`src/rtl/ssp_pkg.sv`:
```
package ssp_pkg;

  typedef enum logic [1:0] {
    XF_IDLE = 2'd0,
    XF_TX   = 2'd1,
    XF_RX   = 2'd2
  } xfer_e;

  // level of the shift clock for a phase inside one bit period
  function automatic logic clk_level(input int unsigned phase, input int unsigned half);
    return (phase >= half);
  endfunction

  // phase whose closing edge is the rising edge of the shift clock
  function automatic logic is_sample_phase(input int unsigned phase, input int unsigned half);
    return (phase == half - 1);
  endfunction

  // phase whose closing edge ends the bit period
  function automatic logic is_last_phase(input int unsigned phase, input int unsigned div);
    return (phase == div - 1);
  endfunction

endpackage

```
`src/rtl/ssp_bitclk.sv`:
```
module ssp_bitclk #(
  parameter int DIV    = 12,
  parameter int DATA_W = 8,
  localparam int PH_W  = $clog2(DIV),
  localparam int BIT_W = $clog2(DATA_W)
) (
  input  logic             clk,
  input  logic             rst_n,
  input  logic             start,
  input  logic             run,
  output logic [PH_W-1:0]  phase,
  output logic [BIT_W-1:0] bit_idx,
  output logic             sample_tick,
  output logic             last_tick,
  output logic             done_tick
);
  import ssp_pkg::*;

  always_ff @(posedge clk) begin
    if (!rst_n) begin
      phase   <= '0;
      bit_idx <= '0;
    end else if (start) begin
      phase   <= '0;
      bit_idx <= '0;
    end else if (run) begin
      if (last_tick) begin
        phase   <= '0;
        bit_idx <= bit_idx + BIT_W'(1);
      end else begin
        phase <= phase + PH_W'(1);
      end
    end
  end

  assign sample_tick = run && is_sample_phase(32'(phase), DIV / 2);
  assign last_tick   = run && is_last_phase(32'(phase), DIV);
  assign done_tick   = last_tick && (bit_idx == BIT_W'(DATA_W - 1));

endmodule

```
`src/rtl/ssp_ctrl.sv`:
```
module ssp_ctrl (
  input  logic            clk,
  input  logic            rst_n,
  input  logic            host_wr,
  input  logic            rx_en,
  input  logic            tx_flag_clr,
  input  logic            rx_flag_clr,
  input  logic            done_tick,
  output ssp_pkg::xfer_e  state,
  output logic            start_tx,
  output logic            start_rx,
  output logic            tx_flag,
  output logic            rx_flag
);
  import ssp_pkg::*;

  logic idle;
  assign idle     = (state == XF_IDLE);
  assign start_tx = idle && host_wr;
  assign start_rx = idle && !host_wr && rx_en && !rx_flag;

  always_ff @(posedge clk) begin
    if (!rst_n) begin
      state   <= XF_IDLE;
      tx_flag <= 1'b0;
      rx_flag <= 1'b0;
    end else begin
      tx_flag <= (tx_flag && !tx_flag_clr) || (done_tick && state == XF_TX);
      rx_flag <= (rx_flag && !rx_flag_clr) || (done_tick && state == XF_RX);
      if (start_tx)       state <= XF_TX;
      else if (start_rx)  state <= XF_RX;
      else if (done_tick) state <= XF_IDLE;
    end
  end

endmodule

```
`src/rtl/ssp_shifter.sv`:
```
module ssp_shifter #(
  parameter int DATA_W = 8,
  localparam int BIT_W = $clog2(DATA_W)
) (
  input  logic              clk,
  input  logic              rst_n,
  input  logic              load_tx,
  input  logic [DATA_W-1:0] wdata,
  input  logic              clear_rx,
  input  logic              shift_tx,
  input  logic              capture_rx,
  input  logic [BIT_W-1:0]  bit_idx,
  input  logic              dat_i,
  input  logic              commit_rx,
  output logic              tx_bit,
  output logic [DATA_W-1:0] rbuf
);

  logic [DATA_W-1:0] sreg;

  always_ff @(posedge clk) begin
    if (!rst_n) begin
      sreg <= '0;
      rbuf <= '0;
    end else begin
      if (load_tx)         sreg <= wdata;
      else if (clear_rx)   sreg <= '0;
      else if (shift_tx)   sreg <= {1'b0, sreg[DATA_W-1:1]};
      else if (capture_rx) sreg[bit_idx] <= dat_i;
      if (commit_rx) rbuf <= sreg;
    end
  end

  assign tx_bit = sreg[0];

endmodule

```
`src/rtl/sync_shift_port.sv`:
```
module sync_shift_port #(
  parameter int DATA_W = 8,
  parameter int DIV    = 12
) (
  input  logic              clk,
  input  logic              rst_n,
  input  logic              host_wr,
  input  logic [DATA_W-1:0] host_wdata,
  input  logic              rx_en,
  input  logic              tx_flag_clr,
  input  logic              rx_flag_clr,
  output logic [DATA_W-1:0] rdata,
  output logic              tx_done_flag,
  output logic              rx_done_flag,
  input  logic              dat_i,
  output logic              dat_o,
  output logic              dat_oe,
  output logic              sclk_o
);
  import ssp_pkg::*;

  localparam int PH_W  = $clog2(DIV);
  localparam int BIT_W = $clog2(DATA_W);
  localparam int HALF  = DIV / 2;

  xfer_e            state;
  logic             start_tx, start_rx, xfer_start;
  logic             busy_w, in_tx, in_rx;
  logic [PH_W-1:0]  phase;
  logic [BIT_W-1:0] bit_idx;
  logic             sample_tick, last_tick, xfer_done;
  logic             tx_bit;

  assign in_tx      = (state == XF_TX);
  assign in_rx      = (state == XF_RX);
  assign busy_w     = in_tx || in_rx;
  assign xfer_start = start_tx || start_rx;

  ssp_ctrl u_ctrl (
    .clk         (clk),
    .rst_n       (rst_n),
    .host_wr     (host_wr),
    .rx_en       (rx_en),
    .tx_flag_clr (tx_flag_clr),
    .rx_flag_clr (rx_flag_clr),
    .done_tick   (xfer_done),
    .state       (state),
    .start_tx    (start_tx),
    .start_rx    (start_rx),
    .tx_flag     (tx_done_flag),
    .rx_flag     (rx_done_flag)
  );

  ssp_bitclk #(.DIV(DIV), .DATA_W(DATA_W)) u_bitclk (
    .clk         (clk),
    .rst_n       (rst_n),
    .start       (xfer_start),
    .run         (busy_w),
    .phase       (phase),
    .bit_idx     (bit_idx),
    .sample_tick (sample_tick),
    .last_tick   (last_tick),
    .done_tick   (xfer_done)
  );

  ssp_shifter #(.DATA_W(DATA_W)) u_shift (
    .clk        (clk),
    .rst_n      (rst_n),
    .load_tx    (start_tx),
    .wdata      (host_wdata),
    .clear_rx   (start_rx),
    .shift_tx   (in_tx && last_tick && !xfer_done),
    .capture_rx (in_rx && sample_tick),
    .bit_idx    (bit_idx),
    .dat_i      (dat_i),
    .commit_rx  (in_rx && xfer_done),
    .tx_bit     (tx_bit),
    .rbuf       (rdata)
  );

  assign sclk_o = !busy_w || clk_level(32'(phase), HALF);
  assign dat_oe = in_tx;
  assign dat_o  = in_tx && tx_bit;

endmodule

```
`config.mk`:
```
export PLATFORM = sky130hd
export DESIGN_NAME = sync_shift_port
export DESIGN_NICKNAME = d
export VERILOG_FILES = /design/src/rtl/ssp_pkg.sv /design/src/rtl/ssp_bitclk.sv /design/src/rtl/ssp_ctrl.sv /design/src/rtl/ssp_shifter.sv /design/src/rtl/sync_shift_port.sv
export SDC_FILE = /design/constraint.sdc
export NUM_CORES = 1
export LEC_CHECK = 0
export BUFFER_PORTS_ARGS = -buffer_cell sky130_fd_sc_hd__clkbuf_2
export CAP_MARGIN = 25
export CORE_ASPECT_RATIO = 0.6
export CORE_MARGIN = 4
export CORE_UTILIZATION = 45
export DETAILED_ROUTE_END_ITERATION = 6
export GPL_ROUTABILITY_DRIVEN = 0
export PLACE_DENSITY = 0.66
export SLEW_MARGIN = 30
export SYNTH_ARGS = -nofsm -noshare
export SYNTH_HDL_FRONTEND = slang
export SYNTH_SLANG_ARGS = --single-unit
```
`constraint.sdc`:
```
create_clock -name clk -period 2.65 [get_ports clk]
set_clock_uncertainty 0.2 [all_clocks]
set_input_delay 0.6625 -clock clk [delete_from_list [all_inputs] [get_ports clk]]
set_output_delay 0.6625 -clock clk [all_outputs]
set_load 0.03 [all_outputs]
```
==> results.yml <==
clock_tree:
  tritoncts.num_buffers: 3
  cts.sinks: 27
  buffers_inserted_by_post_cts_timing_repair: 0
  clk_transition_reported_paths_ns: 0.09
  cts-resized-gates: 0
  cts_tree: "built"
  cts_htree_levels: 1
  post_cts_hold_buffer_count: 0
  worst_skew_pair.late_latency_ns: 0.27
  clk_root_buffer_cell: "clkbuf_8"
  cts_max_path_buffers: 2
synth:
  ys.flop_type: "dfxtp_1"
  syn-mean-instance-area_um2: 8.77
  post_synth_inst_count: 169
  synth_warnings: 0
  yosysSeqAreaShare: 0.365
  post_synth_num_cell_types: 39
  synth_fp_nets: 192
  synth_async_sr_flop_share: 0
  post_synth_instance_area_um2: 1480
  synth_enable_flop_cells: 0
  yosys_register_bits: 27
route:
  via_count: 1334
  dr.first_iter.drc_count: 71
  vias_per_cell: 5.63
  drt_drc_violations_left: 0
  wl_per_cell_um: 14.5
  post_route_wl_um: 3430
  antenna_violating_nets_post_route: 0
  drt_pass_1_iters: 4
global_route:
  global_route.usage.total: 0.170
  grt_pass1_wl_um: 5600
  grt_remaining_overflow: 0
  grt_start_max_net_pins: 18
  grt_antenna_before_repair: 0
  grt_pass1_vias: 1213
floorplan:
  die-height_um: 52.4
  fp.dieW_um: 82.1
  core_area_um2: 3000
  placement_rows: 15
  initial_core_util: 0.493
  die_area_um2: 4300
  i_o_pin_cnt: 28
sta:
  unrepaired_setup_endpoints_after_global_routing: "no"
  achievable-frequency_mhz: 403
  slew_headroom: 0.655
  timing_hold_violations_final: 0
  fin_crit_sh: 0.936
  worst_slew_pin_slew_ns: 0.518
  setup_ws_ns: 0.168
  final_report_max_slew_violation_count: 0
  totalNegativeSetupSlack_ns: 0
  final_setup_fails: 0
  finalWorstPathRequiredPeriod_ns: 2.48
power:
  max-vdd-ir-drop_mv: 0.215
  totalPowerFinal_uw: 834
  leakage_uw: 0.000725
  power_density_nw_per_um2: 495
finish:
  post_route_cells_drive_above_1_share: 0.179
  flow.area_growth_from_synthesis_pct: 13.8
  most-common-layout-cells: "clkbuf_2 (27), dfxtp_1 (27), nand2_1 (15)"
  design.final.nets: 219
  antenna_cells: 0
critical_path:
  ff2ff_setup_slack_ns: 0.29
  cp_max_fo: 8
  worstPathBufferInverterCount: 2
  critical-path-top-delay-family: "adder cells"
  worst_path_slowest_cell: "ha_1"
  start_kind: "flop"
  cp_cell_sequence: "inv_1, ha_1, nor2b_1, nand2_1, clkbuf_2"
  worstPathArrival_ns: 1.62
  critPathMaxStageDelay_ns: 0.42
  timing.critical_path.required_ns: 1.79
  timing_worst_setup_path_type: "reg2out"
  setup.worst_path.end_class: "output port"
hold_path:
  hold_path.class: "reg2reg"
placement:
  count_of_input_and_output_buffers: 27
  preCtsSetupSlack_ns: 0.359
  post-dp-hpwl_um: 2630
flow_run:
  max_cap_violations: 0
outcome:
  status: "finished, final reports clean"
power breakdown:
| part | internal, uW | leakage [uW] | switching (uW) |
|---|---|---|---|
| sequential | 427 | 0.000220 | 18.6 |
| combinational | 63.1 | 0.000483 | 90.3 |
| clock | 108 | 0.0000228 | 127 |
state kept, by name (all words and copies together) (netlist names):
register / count
u_ctrl.tx_flag: 1
u_bitclk.bit_idx: 3
u_shift.rbuf: 8
u_shift.sreg: 8
u_ctrl.state: 2
u_ctrl.rx_flag: 1
u_bitclk.phase: 4
synthesized netlist by cell type (2+ instances only):
| library cell | number | share of area |
|---|---|---|
| nor2_1 | 11 | 0.028 |
| inv_1 | 11 | 0.028 |
| buf_6 | 3 | 0.023 |
| a211oi_1 | 2 | 0.010 |
| clkbuf_1 | 3 | 0.0076 |
| a21oi_1 | 5 | 0.017 |
| ha_1 | 8 | 0.068 |
| and2_1 | 3 | 0.013 |
| mux2i_1 | 11 | 0.074 |
| a211o_1 | 5 | 0.030 |
| nand3_1 | 2 | 0.0068 |
| o41ai_1 | 8 | 0.047 |
| a31oi_1 | 6 | 0.025 |
| o21ai_0 | 2 | 0.0068 |
| nor4_1 | 2 | 0.0084 |
| nand4_1 | 4 | 0.017 |
| dfxtp_1 | 27 | 0.36 |
| nand2_1 | 15 | 0.038 |
| nand2b_1 | 3 | 0.013 |
| nor2b_1 | 11 | 0.046 |
| a32oi_1 | 2 | 0.012 |
| nor3_1 | 6 | 0.020 |
| nand4b_1 | 2 | 0.012 |
| buf_2 | 2 | 0.0068 |
tightest hold or removal path, cell delays in order, from the launching register on:
cell and delay (ns):
dfxtp_1 0.33, nand2b_1 0.07, a21oi_1 0.06
metrics by stage:
step | instances | area [um^2] | util | hold WS (ns)
global placement | 233 | 1640 | 0.546 | 0.272
floorplan | 169 | 1480 | - | 0.260
global route | 237 | 1690 | 0.561 | 0.307
CTS | 237 | 1690 | 0.561 | 0.292
detailed placement | 233 | 1640 | 0.546 | 0.278
finish | 237 | 1690 | 0.561 | 0.289
logic make-up (layout without fill, tap and decap cells):
logic type | after synthesis | after routing | share of synthesized area
AO/OA/AOI/OAI | 36 | 36 | 0.178
AND/OR/NAND/NOR | 65 | 65 | 0.234
adder cells (fa/ha/maj) | 8 | 8 | 0.0676
XOR/XNOR | 1 | 1 | 0.00591
flip-flops | 27 | 27 | 0.365
buffers and inverters | 20 | 46 | 0.0676
multiplexers | 12 | 12 | 0.0819
metal layers:
layer | global-route usage | wire length [um]
met3 | 0.0533 | 224
met2 | 0.248 | 1430
met5 | 0 | 0
met4 | 0.0304 | 8
met1 | 0.247 | 1760
cell type report:
class                           count  area (um^2)
Tap cell                           42         52.6
Clock buffer                        4         45.0
Timing Repair Buffer               31          165
Fill cell                         272         1320
Multi-Input combinational cell    122          841
Sequential cell                    27          541
Inverter                           11         41.3
worst paths after layout:
path	start	endpoint	depth (start not counted)
setup / recovery	u_ctrl.state[0]	sclk_o	5
hold / removal	u_ctrl.rx_flag	u_ctrl.rx_flag	2
setup reg to reg	u_ctrl.state[0]	u_shift.sreg[0]	6
hold reg to reg	u_ctrl.rx_flag	u_ctrl.rx_flag	2
(Power assumes the default switching activity.)
